==> src/rtl/flash_id_pkg.sv <==
package flash_id_pkg;

  localparam int BYTE_W   = 8;
  localparam int N_XFERS  = 4;
  localparam int SS_W     = 5;
  localparam int SC_W     = 16;
  localparam int PS_W     = 4;
  localparam int PC_W     = 17;

  localparam logic [BYTE_W-1:0] OP_READ_ID = 8'h9F;
  localparam logic [BYTE_W-1:0] FILL_BYTE  = 8'hA5;
  localparam logic [BYTE_W-1:0] MEM_TYPE   = 8'h20;
  localparam logic [BYTE_W-1:0] CAP_SMALL  = 8'h11;
  localparam logic [BYTE_W-1:0] CAP_MID    = 8'h17;
  localparam logic [BYTE_W-1:0] CAP_LARGE  = 8'h18;

  typedef struct packed {
    logic [SS_W-1:0] sect_shift;
    logic [SC_W-1:0] sect_count;
    logic [PS_W-1:0] page_shift;
    logic [PC_W-1:0] page_count;
  } geom_t;

  typedef enum logic [2:0] {
    PS_PRE  = 3'd0,
    PS_LOAD = 3'd1,
    PS_WAIT = 3'd2,
    PS_EVAL = 3'd3,
    PS_IDLE = 3'd4
  } probe_st_t;

endpackage

==> src/rtl/flash_spi_byte.sv <==
module flash_spi_byte
  import flash_id_pkg::*;
#(
  parameter int CLK_DIV = 2,
  parameter bit CPOL    = 1'b0
) (
  input  logic              clk,
  input  logic              rst_n,
  input  logic              go_i,
  input  logic [BYTE_W-1:0] tx_i,
  input  logic              miso_i,
  output logic              sclk_o,
  output logic              mosi_o,
  output logic              done_o,
  output logic [BYTE_W-1:0] rx_o
);

  localparam int DIVW  = (CLK_DIV > 1) ? $clog2(CLK_DIV) : 1;
  localparam int EDGES = 2 * BYTE_W;
  localparam int EW    = $clog2(EDGES);
  localparam logic [DIVW-1:0] DIV_LAST  = DIVW'(CLK_DIV - 1);
  localparam logic [EW-1:0]   EDGE_LAST = EW'(EDGES - 1);

  logic              busy_q, busy_d;
  logic              ph_q, ph_d;
  logic [DIVW-1:0]   div_q, div_d;
  logic [EW-1:0]     edge_q, edge_d;
  logic [BYTE_W-1:0] tx_q, tx_d;
  logic [BYTE_W-1:0] rx_q, rx_d;
  logic              done_q, done_d;
  logic              tick;
  logic              sclk_lvl;

  assign sclk_lvl = ph_q ^ CPOL;
  assign tick     = busy_q && (div_q == DIV_LAST);

  // next-state logic: rising serial edge samples, falling edge shifts
  // (the very first falling edge of a byte in mode 3 only opens the frame)
  always_comb begin
    busy_d = busy_q;
    ph_d   = ph_q;
    div_d  = div_q;
    edge_d = edge_q;
    tx_d   = tx_q;
    rx_d   = rx_q;
    done_d = 1'b0;
    if (go_i && !busy_q) begin
      busy_d = 1'b1;
      ph_d   = 1'b0;
      div_d  = '0;
      edge_d = '0;
      tx_d   = tx_i;
    end else if (busy_q) begin
      if (tick) begin
        div_d  = '0;
        ph_d   = ~ph_q;
        edge_d = edge_q + EW'(1);
        if (!sclk_lvl) begin
          rx_d = {rx_q[BYTE_W-2:0], miso_i};
        end else if (edge_q != '0) begin
          tx_d = {tx_q[BYTE_W-2:0], 1'b0};
        end
        if (edge_q == EDGE_LAST) begin
          busy_d = 1'b0;
          done_d = 1'b1;
        end
      end else begin
        div_d = div_q + DIVW'(1);
      end
    end
  end

  always_ff @(posedge clk or negedge rst_n) begin
    if (!rst_n) begin
      busy_q <= 1'b0;
      ph_q   <= 1'b0;
      div_q  <= '0;
      edge_q <= '0;
      tx_q   <= '0;
      rx_q   <= '0;
      done_q <= 1'b0;
    end else begin
      busy_q <= busy_d;
      ph_q   <= ph_d;
      div_q  <= div_d;
      edge_q <= edge_d;
      tx_q   <= tx_d;
      rx_q   <= rx_d;
      done_q <= done_d;
    end
  end

  assign sclk_o = sclk_lvl;
  assign mosi_o = tx_q[BYTE_W-1];
  assign done_o = done_q;
  assign rx_o   = rx_q;

endmodule

==> src/rtl/flash_id_decode.sv <==
module flash_id_decode
  import flash_id_pkg::*;
#(
  parameter logic [7:0] VENDOR_ID = 8'h20
) (
  input  logic [BYTE_W-1:0] mfr_i,
  input  logic [BYTE_W-1:0] type_i,
  input  logic [BYTE_W-1:0] cap_i,
  output logic              known_o,
  output geom_t             geom_o
);

  always_comb begin
    known_o = 1'b0;
    geom_o  = '0;
    if ((mfr_i == VENDOR_ID) && (type_i == MEM_TYPE)) begin
      case (cap_i)
        CAP_SMALL: begin
          known_o = 1'b1;
          geom_o  = '{sect_shift: 5'd15, sect_count: 16'd4,
                      page_shift: 4'd8,  page_count: 17'd512};
        end
        CAP_MID: begin
          known_o = 1'b1;
          geom_o  = '{sect_shift: 5'd16, sect_count: 16'd128,
                      page_shift: 4'd8,  page_count: 17'd32768};
        end
        CAP_LARGE: begin
          known_o = 1'b1;
          geom_o  = '{sect_shift: 5'd18, sect_count: 16'd64,
                      page_shift: 4'd8,  page_count: 17'd65536};
        end
        default: begin
          known_o = 1'b0;
          geom_o  = '0;
        end
      endcase
    end
  end

endmodule

==> src/rtl/flash_id_probe.sv <==
module flash_id_probe
  import flash_id_pkg::*;
#(
  parameter int         CLK_DIV   = 2,
  parameter bit         SPI_MODE3 = 1'b0,
  parameter logic [7:0] VENDOR_ID = 8'h20
) (
  input  logic            clk,
  input  logic            rst_n,
  input  logic            start_i,
  output logic            spi_sclk_o,
  output logic            spi_mosi_o,
  input  logic            spi_miso_i,
  output logic            spi_cs_n_o,
  output logic            done_o,
  output logic            dev_ok_o,
  output logic            dev_unknown_o,
  output logic [SS_W-1:0] sect_shift_o,
  output logic [SC_W-1:0] sect_count_o,
  output logic [PS_W-1:0] page_shift_o,
  output logic [PC_W-1:0] page_count_o
);

  localparam int IW = $clog2(N_XFERS);
  localparam logic [IW-1:0] IDX_LAST = IW'(N_XFERS - 1);

  // reset: asserted at once, released on the clock
  logic [1:0] rst_sync_q;
  logic       rst_s_n;

  always_ff @(posedge clk or negedge rst_n) begin
    if (!rst_n) rst_sync_q <= '0;
    else        rst_sync_q <= {rst_sync_q[0], 1'b1};
  end
  assign rst_s_n = rst_sync_q[1];

  probe_st_t         st_q, st_d;
  logic [IW-1:0]     idx_q, idx_d;
  logic              go, cap_en, res_en, clr;
  logic [BYTE_W-1:0] tx_byte, rx_byte;
  logic              xfer_done;
  logic [BYTE_W-1:0] resp_q [N_XFERS-1];
  logic              known;
  geom_t             geom_dec;
  logic              done_q, ok_q, unk_q;
  geom_t             geom_q;

  assign tx_byte = (idx_q == '0) ? OP_READ_ID : FILL_BYTE;

  flash_spi_byte #(
    .CLK_DIV (CLK_DIV),
    .CPOL    (SPI_MODE3)
  ) u_shift (
    .clk    (clk),
    .rst_n  (rst_s_n),
    .go_i   (go),
    .tx_i   (tx_byte),
    .miso_i (spi_miso_i),
    .sclk_o (spi_sclk_o),
    .mosi_o (spi_mosi_o),
    .done_o (xfer_done),
    .rx_o   (rx_byte)
  );

  flash_id_decode #(
    .VENDOR_ID (VENDOR_ID)
  ) u_decode (
    .mfr_i   (resp_q[0]),
    .type_i  (resp_q[1]),
    .cap_i   (resp_q[2]),
    .known_o (known),
    .geom_o  (geom_dec)
  );

  // sequencer next-state
  always_comb begin
    st_d   = st_q;
    idx_d  = idx_q;
    go     = 1'b0;
    cap_en = 1'b0;
    res_en = 1'b0;
    clr    = 1'b0;
    case (st_q)
      PS_PRE: begin
        idx_d = '0;
        st_d  = PS_LOAD;
      end
      PS_LOAD: begin
        go   = 1'b1;
        st_d = PS_WAIT;
      end
      PS_WAIT: begin
        if (xfer_done) begin
          cap_en = 1'b1;
          if (idx_q == IDX_LAST) begin
            st_d = PS_EVAL;
          end else begin
            idx_d = idx_q + IW'(1);
            st_d  = PS_LOAD;
          end
        end
      end
      PS_EVAL: begin
        res_en = 1'b1;
        st_d   = PS_IDLE;
      end
      PS_IDLE: begin
        if (start_i) begin
          clr  = 1'b1;
          st_d = PS_PRE;
        end
      end
      default: st_d = PS_PRE;
    endcase
  end

  always_ff @(posedge clk or negedge rst_s_n) begin
    if (!rst_s_n) begin
      st_q  <= PS_PRE;
      idx_q <= '0;
    end else begin
      st_q  <= st_d;
      idx_q <= idx_d;
    end
  end

  // response capture: the byte clocked in under the opcode is discarded
  generate
    for (genvar g = 0; g < N_XFERS - 1; g++) begin : g_resp
      always_ff @(posedge clk or negedge rst_s_n) begin
        if (!rst_s_n) begin
          resp_q[g] <= '0;
        end else if (cap_en && (idx_q == IW'(g + 1))) begin
          resp_q[g] <= rx_byte;
        end
      end
    end
  endgenerate

  always_ff @(posedge clk or negedge rst_s_n) begin
    if (!rst_s_n) begin
      done_q <= 1'b0;
      ok_q   <= 1'b0;
      unk_q  <= 1'b0;
      geom_q <= '0;
    end else if (clr) begin
      done_q <= 1'b0;
      ok_q   <= 1'b0;
      unk_q  <= 1'b0;
      geom_q <= '0;
    end else if (res_en) begin
      done_q <= 1'b1;
      ok_q   <= known;
      unk_q  <= !known;
      geom_q <= geom_dec;
    end
  end

  assign spi_cs_n_o    = !((st_q == PS_LOAD) || (st_q == PS_WAIT));
  assign done_o        = done_q;
  assign dev_ok_o      = ok_q;
  assign dev_unknown_o = unk_q;
  assign sect_shift_o  = geom_q.sect_shift;
  assign sect_count_o  = geom_q.sect_count;
  assign page_shift_o  = geom_q.page_shift;
  assign page_count_o  = geom_q.page_count;

endmodule

==> config.mk <==
export PLATFORM = sky130hd
export DESIGN_NAME = flash_id_probe
export DESIGN_NICKNAME = d
export VERILOG_FILES = /design/src/rtl/flash_id_pkg.sv /design/src/rtl/flash_spi_byte.sv /design/src/rtl/flash_id_decode.sv /design/src/rtl/flash_id_probe.sv
export SDC_FILE = /design/constraint.sdc
export NUM_CORES = 1
export LEC_CHECK = 0
export ABC_AREA = 1
export BUFFER_PORTS_ARGS = -buffer_cell sky130_fd_sc_hd__buf_4
export CORE_ASPECT_RATIO = 0.6
export CORE_MARGIN = 2
export CORE_UTILIZATION = 35
export CTS_BUF_LIST = sky130_fd_sc_hd__clkbuf_8 sky130_fd_sc_hd__clkbuf_16
export DETAILED_ROUTE_END_ITERATION = 12
export GPL_TIMING_DRIVEN = 0
export PLACE_DENSITY_LB_ADDON = 0.3
export SETUP_SLACK_MARGIN = 0.3
export SYNTH_ARGS = -nofsm -noshare
export SYNTH_HDL_FRONTEND = slang
export SYNTH_SLANG_ARGS = --single-unit
==> constraint.sdc <==
create_clock -name clk -period 1.81 [get_ports clk]
set_input_delay 0.181 -clock clk [delete_from_list [all_inputs] [get_ports clk]]
set_output_delay 0.181 -clock clk [all_outputs]
set_load 0.005 [all_outputs]
==> results.md <==
Logic synthesis:
- The gate count of the mapped netlist is between 300 and 400.
- After synthesis, the cell types taking the most area are sky130_fd_sc_hd__dfrtp_1 (50%), sky130_fd_sc_hd__nand2_1 (9.4%), sky130_fd_sc_hd__buf_4 (8.5%), sky130_fd_sc_hd__o21ai_2 (7.1%), sky130_fd_sc_hd__inv_1 (4.9%).
- The mean cell area of the mapped netlist is 9.15 sq um.
- Summed over its instances, the top area cell type makes up 50.1% of the synthesized netlist area.
- After Yosys synthesis, and, or, nand and nor cells account for 19.9% of the synthesized area.
- After synthesis, the largest family of logic cells by area is simple AND/OR/NAND/NOR gates.
- The register bit count reported by yosys is 64.
- Yosys mapped a number of flops with a built-in enable equal to 0.
- The summed instance area of the synthesized netlist is approximately 3200 sq um.
- Summed over all instances, the cell type with the most area after synthesis is sky130_fd_sc_hd__dfrtp_1.
- The synthesized netlist contains 24 unique library cells.
- The portion of the post-synthesis area used by sequential elements is between 50% and 60%.
- Summing the areas of all fa, ha and maj instances in the mapped netlist gives under 10% of the synthesized area.
- The top flip-flop cell by instance count after synthesis is sky130_fd_sc_hd__dfrtp_1.
- After synthesis, the share of flip-flops with an asynchronous set or reset is 100%.
- Ranked by instance count, the synthesized netlist is headed by sky130_fd_sc_hd__nand2_1 (80), sky130_fd_sc_hd__dfrtp_1 (64), sky130_fd_sc_hd__inv_1 (42).
- The most common cell in the netlist is sky130_fd_sc_hd__nand2_1.
- The count of synthesis-stage warnings from yosys is 0.
- The parity-gate share of the synthesized area counting xor and xnor cells is 0%.
- Multiplexer cells account for 0% of the synthesized area.
- Summing the areas of all compound-gate instances in the mapped netlist gives approximately an eighth of the synthesized area.

Floorplan:
- The die width is between 100 and 150 um.
- The placeable core region is just under 9000 sq um.
- The area of the die is around 9900 sq um.
- The number of placed I/O pins is 52.
- The number of placement rows is 26.
- The initial core utilization is roughly 37%.
- The die is 78 um tall.

Run:
- The count of max-cap constraint violations is 0.

Clock tree:
- The latest clock arrival within the worst-skew pair is 0.33 ns.
- The clock tree root driver cell is sky130_fd_sc_hd__clkbuf_16.
- The clock passes through at most 2 buffers.
- The number of buffers created by CTS is 9.
- TritonCTS built the clock tree.
- The depth of the CTS H-tree is 3.
- Clock-pin slew was measured on the worst setup and hold paths at ~0.050 ns.
- The clock sink count is 64.

Global routing:
- The via count of the first global-routing pass is 1,991.
- The wire length of the first global-routing pass is slightly below 10 mm.
- For this run the aggregate overflow at the end of global routing stands at 0.
- Entering global routing, the biggest net connects 63 pins.
- The total routing usage reported by global routing is between 10% and 20%.
- The number of antenna violations at the first check in global routing is 0.

Timing:
- In this run the tightest slew margin relative to its limit is approximately 46%.
- The maximum frequency from static timing analysis is about 0.70 GHz.
- Final hold analysis gives a worst-case slack of 0.116 ns.
- The final hold violation count came to 0.
- The worst clock skew is 0.00831 ns.
- The number of max-slew violations in the final report is 0.
- For the pin with the worst max-slew slack, the measured transition is just over 0.8 ns.
- Setup violations remaining at the end of the flow were counted as 0.
- The smallest clock period supported by the final layout is computed as 1.42 ns.
- Setup repair after global routing left no endpoint under its margin.
- After routing, the total negative slack on setup checks comes to 0 ns.
- The portion of the clock cycle consumed by the worst path in the final layout is between 70 and 80%.

Placement:
- During placement, the flow inserted port buffers numbering 21.
- Once detailed placement completed, the half-perimeter wirelength came to just over 4 mm.
- At the end of routability-driven placement, the weighted congestion stood at roughly 0.74.

Routing:
- After detailed routing, the average wire length per cell comes to between 10 and 15 um.
- Across all layers, the routed design uses around 2,200 vias.
- The count of nets left with antenna violations once routing finished came out at 0.
- The routed design uses 2.27 mm of met2 wire.
- The detailed router used layers up to and including met4.
- Detailed routing placed a total of roughly 240 um of wire on met3.
- After detailed routing, the number of remaining DRC violations is 0.
- In the final routing, the length of wire on met1 measures approximately 3.0 mm.
- The total iterations of the first detailed-routing run is 4.
- The total wirelength of the detailed-routed design is between 5 and 6 mm.
- Using the TritonRoute via totals, the vias-per-cell ratio works out to slightly above 4.
- The count of routing violations after the opening detailed-route iteration is ~110.

Finish:
- The number of fillers in the final layout is 860.
- In the final design database the tool counted 423 nets.
- The area growth from synthesis to layout is 24.6%.
- In the final layout, the share of cells above drive strength 1 is 30.9%.
- The number of antenna diodes is 0.

Worst setup path:
- The critical setup path kind is reg -> out.
- The arrival time of the worst setup path is 1.24 ns.
- STA puts the critical path data required time at 1.63 ns.
- The reg2reg setup slack is 0.43 ns.
- STA classifies the critical path startpoint as a flip-flop.
- The launch point of the worst path is st_q[2].
- The endpoint identified for the worst register-to-register timing path is u_shift.tx_q[2].
- The end point of the critical path is spi_cs_n_o.
- Measured in cells, the most critical reg-to-reg path has a length of 7.
- Along the worst path, the maximum fanout reaches 5.
- The startpoint identified for the worst register-to-register timing path is u_shift.edge_q[0].
- STA classifies the critical path endpoint as an output port.

Power:
- The maximum vdd drop is 0.426 mV.
- The power density over the cells is between 800 and 900 nW/um^2.
- The leakage power is just over 2 nW.

Min path:
- In this run the worst hold path is classified as in -> reg.

Status:
- The flow ran to the end, and the final reports show no timing, DRC or antenna violations.
[report_power, final]
part | switching [mW] | internal [mW] | total [mW]
Clock | 0.607 | 1.28 | 1.88
Combinational | 0.0446 | 0.0509 | 0.0955
Sequential | 0.0307 | 1.44 | 1.47
[kinds of logic after synthesis]
logic type / after synthesis
compound gates: 57
flops: 64
fa+ha+maj: 6
buf+inv: 84
other cells: 2
simple gates: 136
[area by class of cell]
| class | count | area [sq um] | area share [%] |
|---|---|---|---|
| well taps | 112 | 140 | 3.52 |
| plain buffers | 40 | 315 | 7.92 |
| clock buffers | 11 | 253 | 6.35 |
| repair buffers | 24 | 183 | 4.59 |
| flip-flops and latches | 64 | 1610 | 40.4 |
| clock inverters | 5 | 80.1 | 2.01 |
| multi-input cells | 230 | 1230 | 30.9 |
| inverters | 44 | 173 | 4.34 |
[layout by cell type (no fill, tap or decap)]
cell type,instances
sky130_fd_sc_hd__nand2_1,80
sky130_fd_sc_hd__dfrtp_1,60
sky130_fd_sc_hd__buf_4,59
sky130_fd_sc_hd__inv_1,42
sky130_fd_sc_hd__conb_1,31
sky130_fd_sc_hd__nor2_1,26
sky130_fd_sc_hd__o21ai_2,25
sky130_fd_sc_hd__o21ai_0,23
sky130_fd_sc_hd__nand3_1,9
sky130_fd_sc_hd__clkbuf_16,9
sky130_fd_sc_hd__nand2_2,8
sky130_fd_sc_hd__a21oi_1,6
sky130_fd_sc_hd__ha_1,6
sky130_fd_sc_hd__nand2_4,4
sky130_fd_sc_hd__buf_6,4
sky130_fd_sc_hd__dfrtp_2,3
sky130_fd_sc_hd__nor2_4,2
sky130_fd_sc_hd__nand4_1,2
sky130_fd_sc_hd__o211ai_1,2
sky130_fd_sc_hd__bufinv_16,2
sky130_fd_sc_hd__clkbuf_8,2
sky130_fd_sc_hd__nor3_1,1
sky130_fd_sc_hd__inv_2,1
sky130_fd_sc_hd__nand3_4,1
sky130_fd_sc_hd__nor2_8,1
sky130_fd_sc_hd__inv_6,1
sky130_fd_sc_hd__nor2_2,1
sky130_fd_sc_hd__o21ai_4,1
sky130_fd_sc_hd__nand2_8,1
sky130_fd_sc_hd__inv_4,1
sky130_fd_sc_hd__clkinv_4,1
sky130_fd_sc_hd__clkinvlp_4,1
sky130_fd_sc_hd__dlygate4sd3_1,1
sky130_fd_sc_hd__dfrtp_4,1
[flip-flops by register name, summed over array words and instances (netlist names), 2 cells and up]
register,cells
resp_q,24
u_shift.rx_o,8
u_shift.tx_q,8
u_shift.edge_q,4
sect_shift_o,3
st_q,3
idx_q,2
rst_sync_q,2
[timing repair]
| item | CTS | global route |
|---|---|---|
| gates resized for setup | 1 | 6 |
| hold endpoints to repair | 2 | 0 |
| endpoints found under the setup margin | 62 | 2 |
| pin swaps | 0 | 1 |
| hold buffers | 1 | 0 |
| buffers inserted | 0 | 2 |
[worst min path at each step]
stage | start | to | slack (ns) | depth (start not counted)
2_1_floorplan | rst_n | rst_sync_q[0] | -0.11 | 0
3_3_place_gp | rst_n | rst_sync_q[0] | -0.04 | 1
3_5_place_dp | rst_n | rst_sync_q[0] | -0.03 | 1
4_1_cts | spi_miso_i | u_shift.rx_o[0] | 0.11 | 3
5_1_grt | spi_miso_i | u_shift.rx_o[0] | 0.14 | 3
6_report | spi_miso_i | u_shift.rx_o[0] | 0.12 | 3
[metrics by stage]
step	cells	utilization [%]	worst slack (ns)	total power, mW	instance area [sq um]
2_1_floorplan	378	-	0.546	1.57	3300
3_3_place_gp	511	41.5	0.295	1.59	3600
3_5_place_dp	511	41.5	0.269	1.59	3600
4_1_cts	528	45.4	0.327	3.51	3950
5_1_grt	530	45.8	0.291	3.59	3980
6_report	530	45.8	0.386	3.45	3980
[routing by layer]
metal,up-vias,GRT usage [%]
met2,33,16.5
met3,4,5.24
met1,983,17.8
li1,1157,-
met5,-,0
met4,0,4.95
[worst max-delay path, stage by stage, from the launching register on]
cell	delay (ns)
sky130_fd_sc_hd__dfrtp_2	0.44
sky130_fd_sc_hd__nor2_4	0.14
sky130_fd_sc_hd__nand2_4	0.10
sky130_fd_sc_hd__nand2_1	0.08
sky130_fd_sc_hd__inv_1	0.04
sky130_fd_sc_hd__buf_4	0.12
Power figures use the tool's default switching activity.
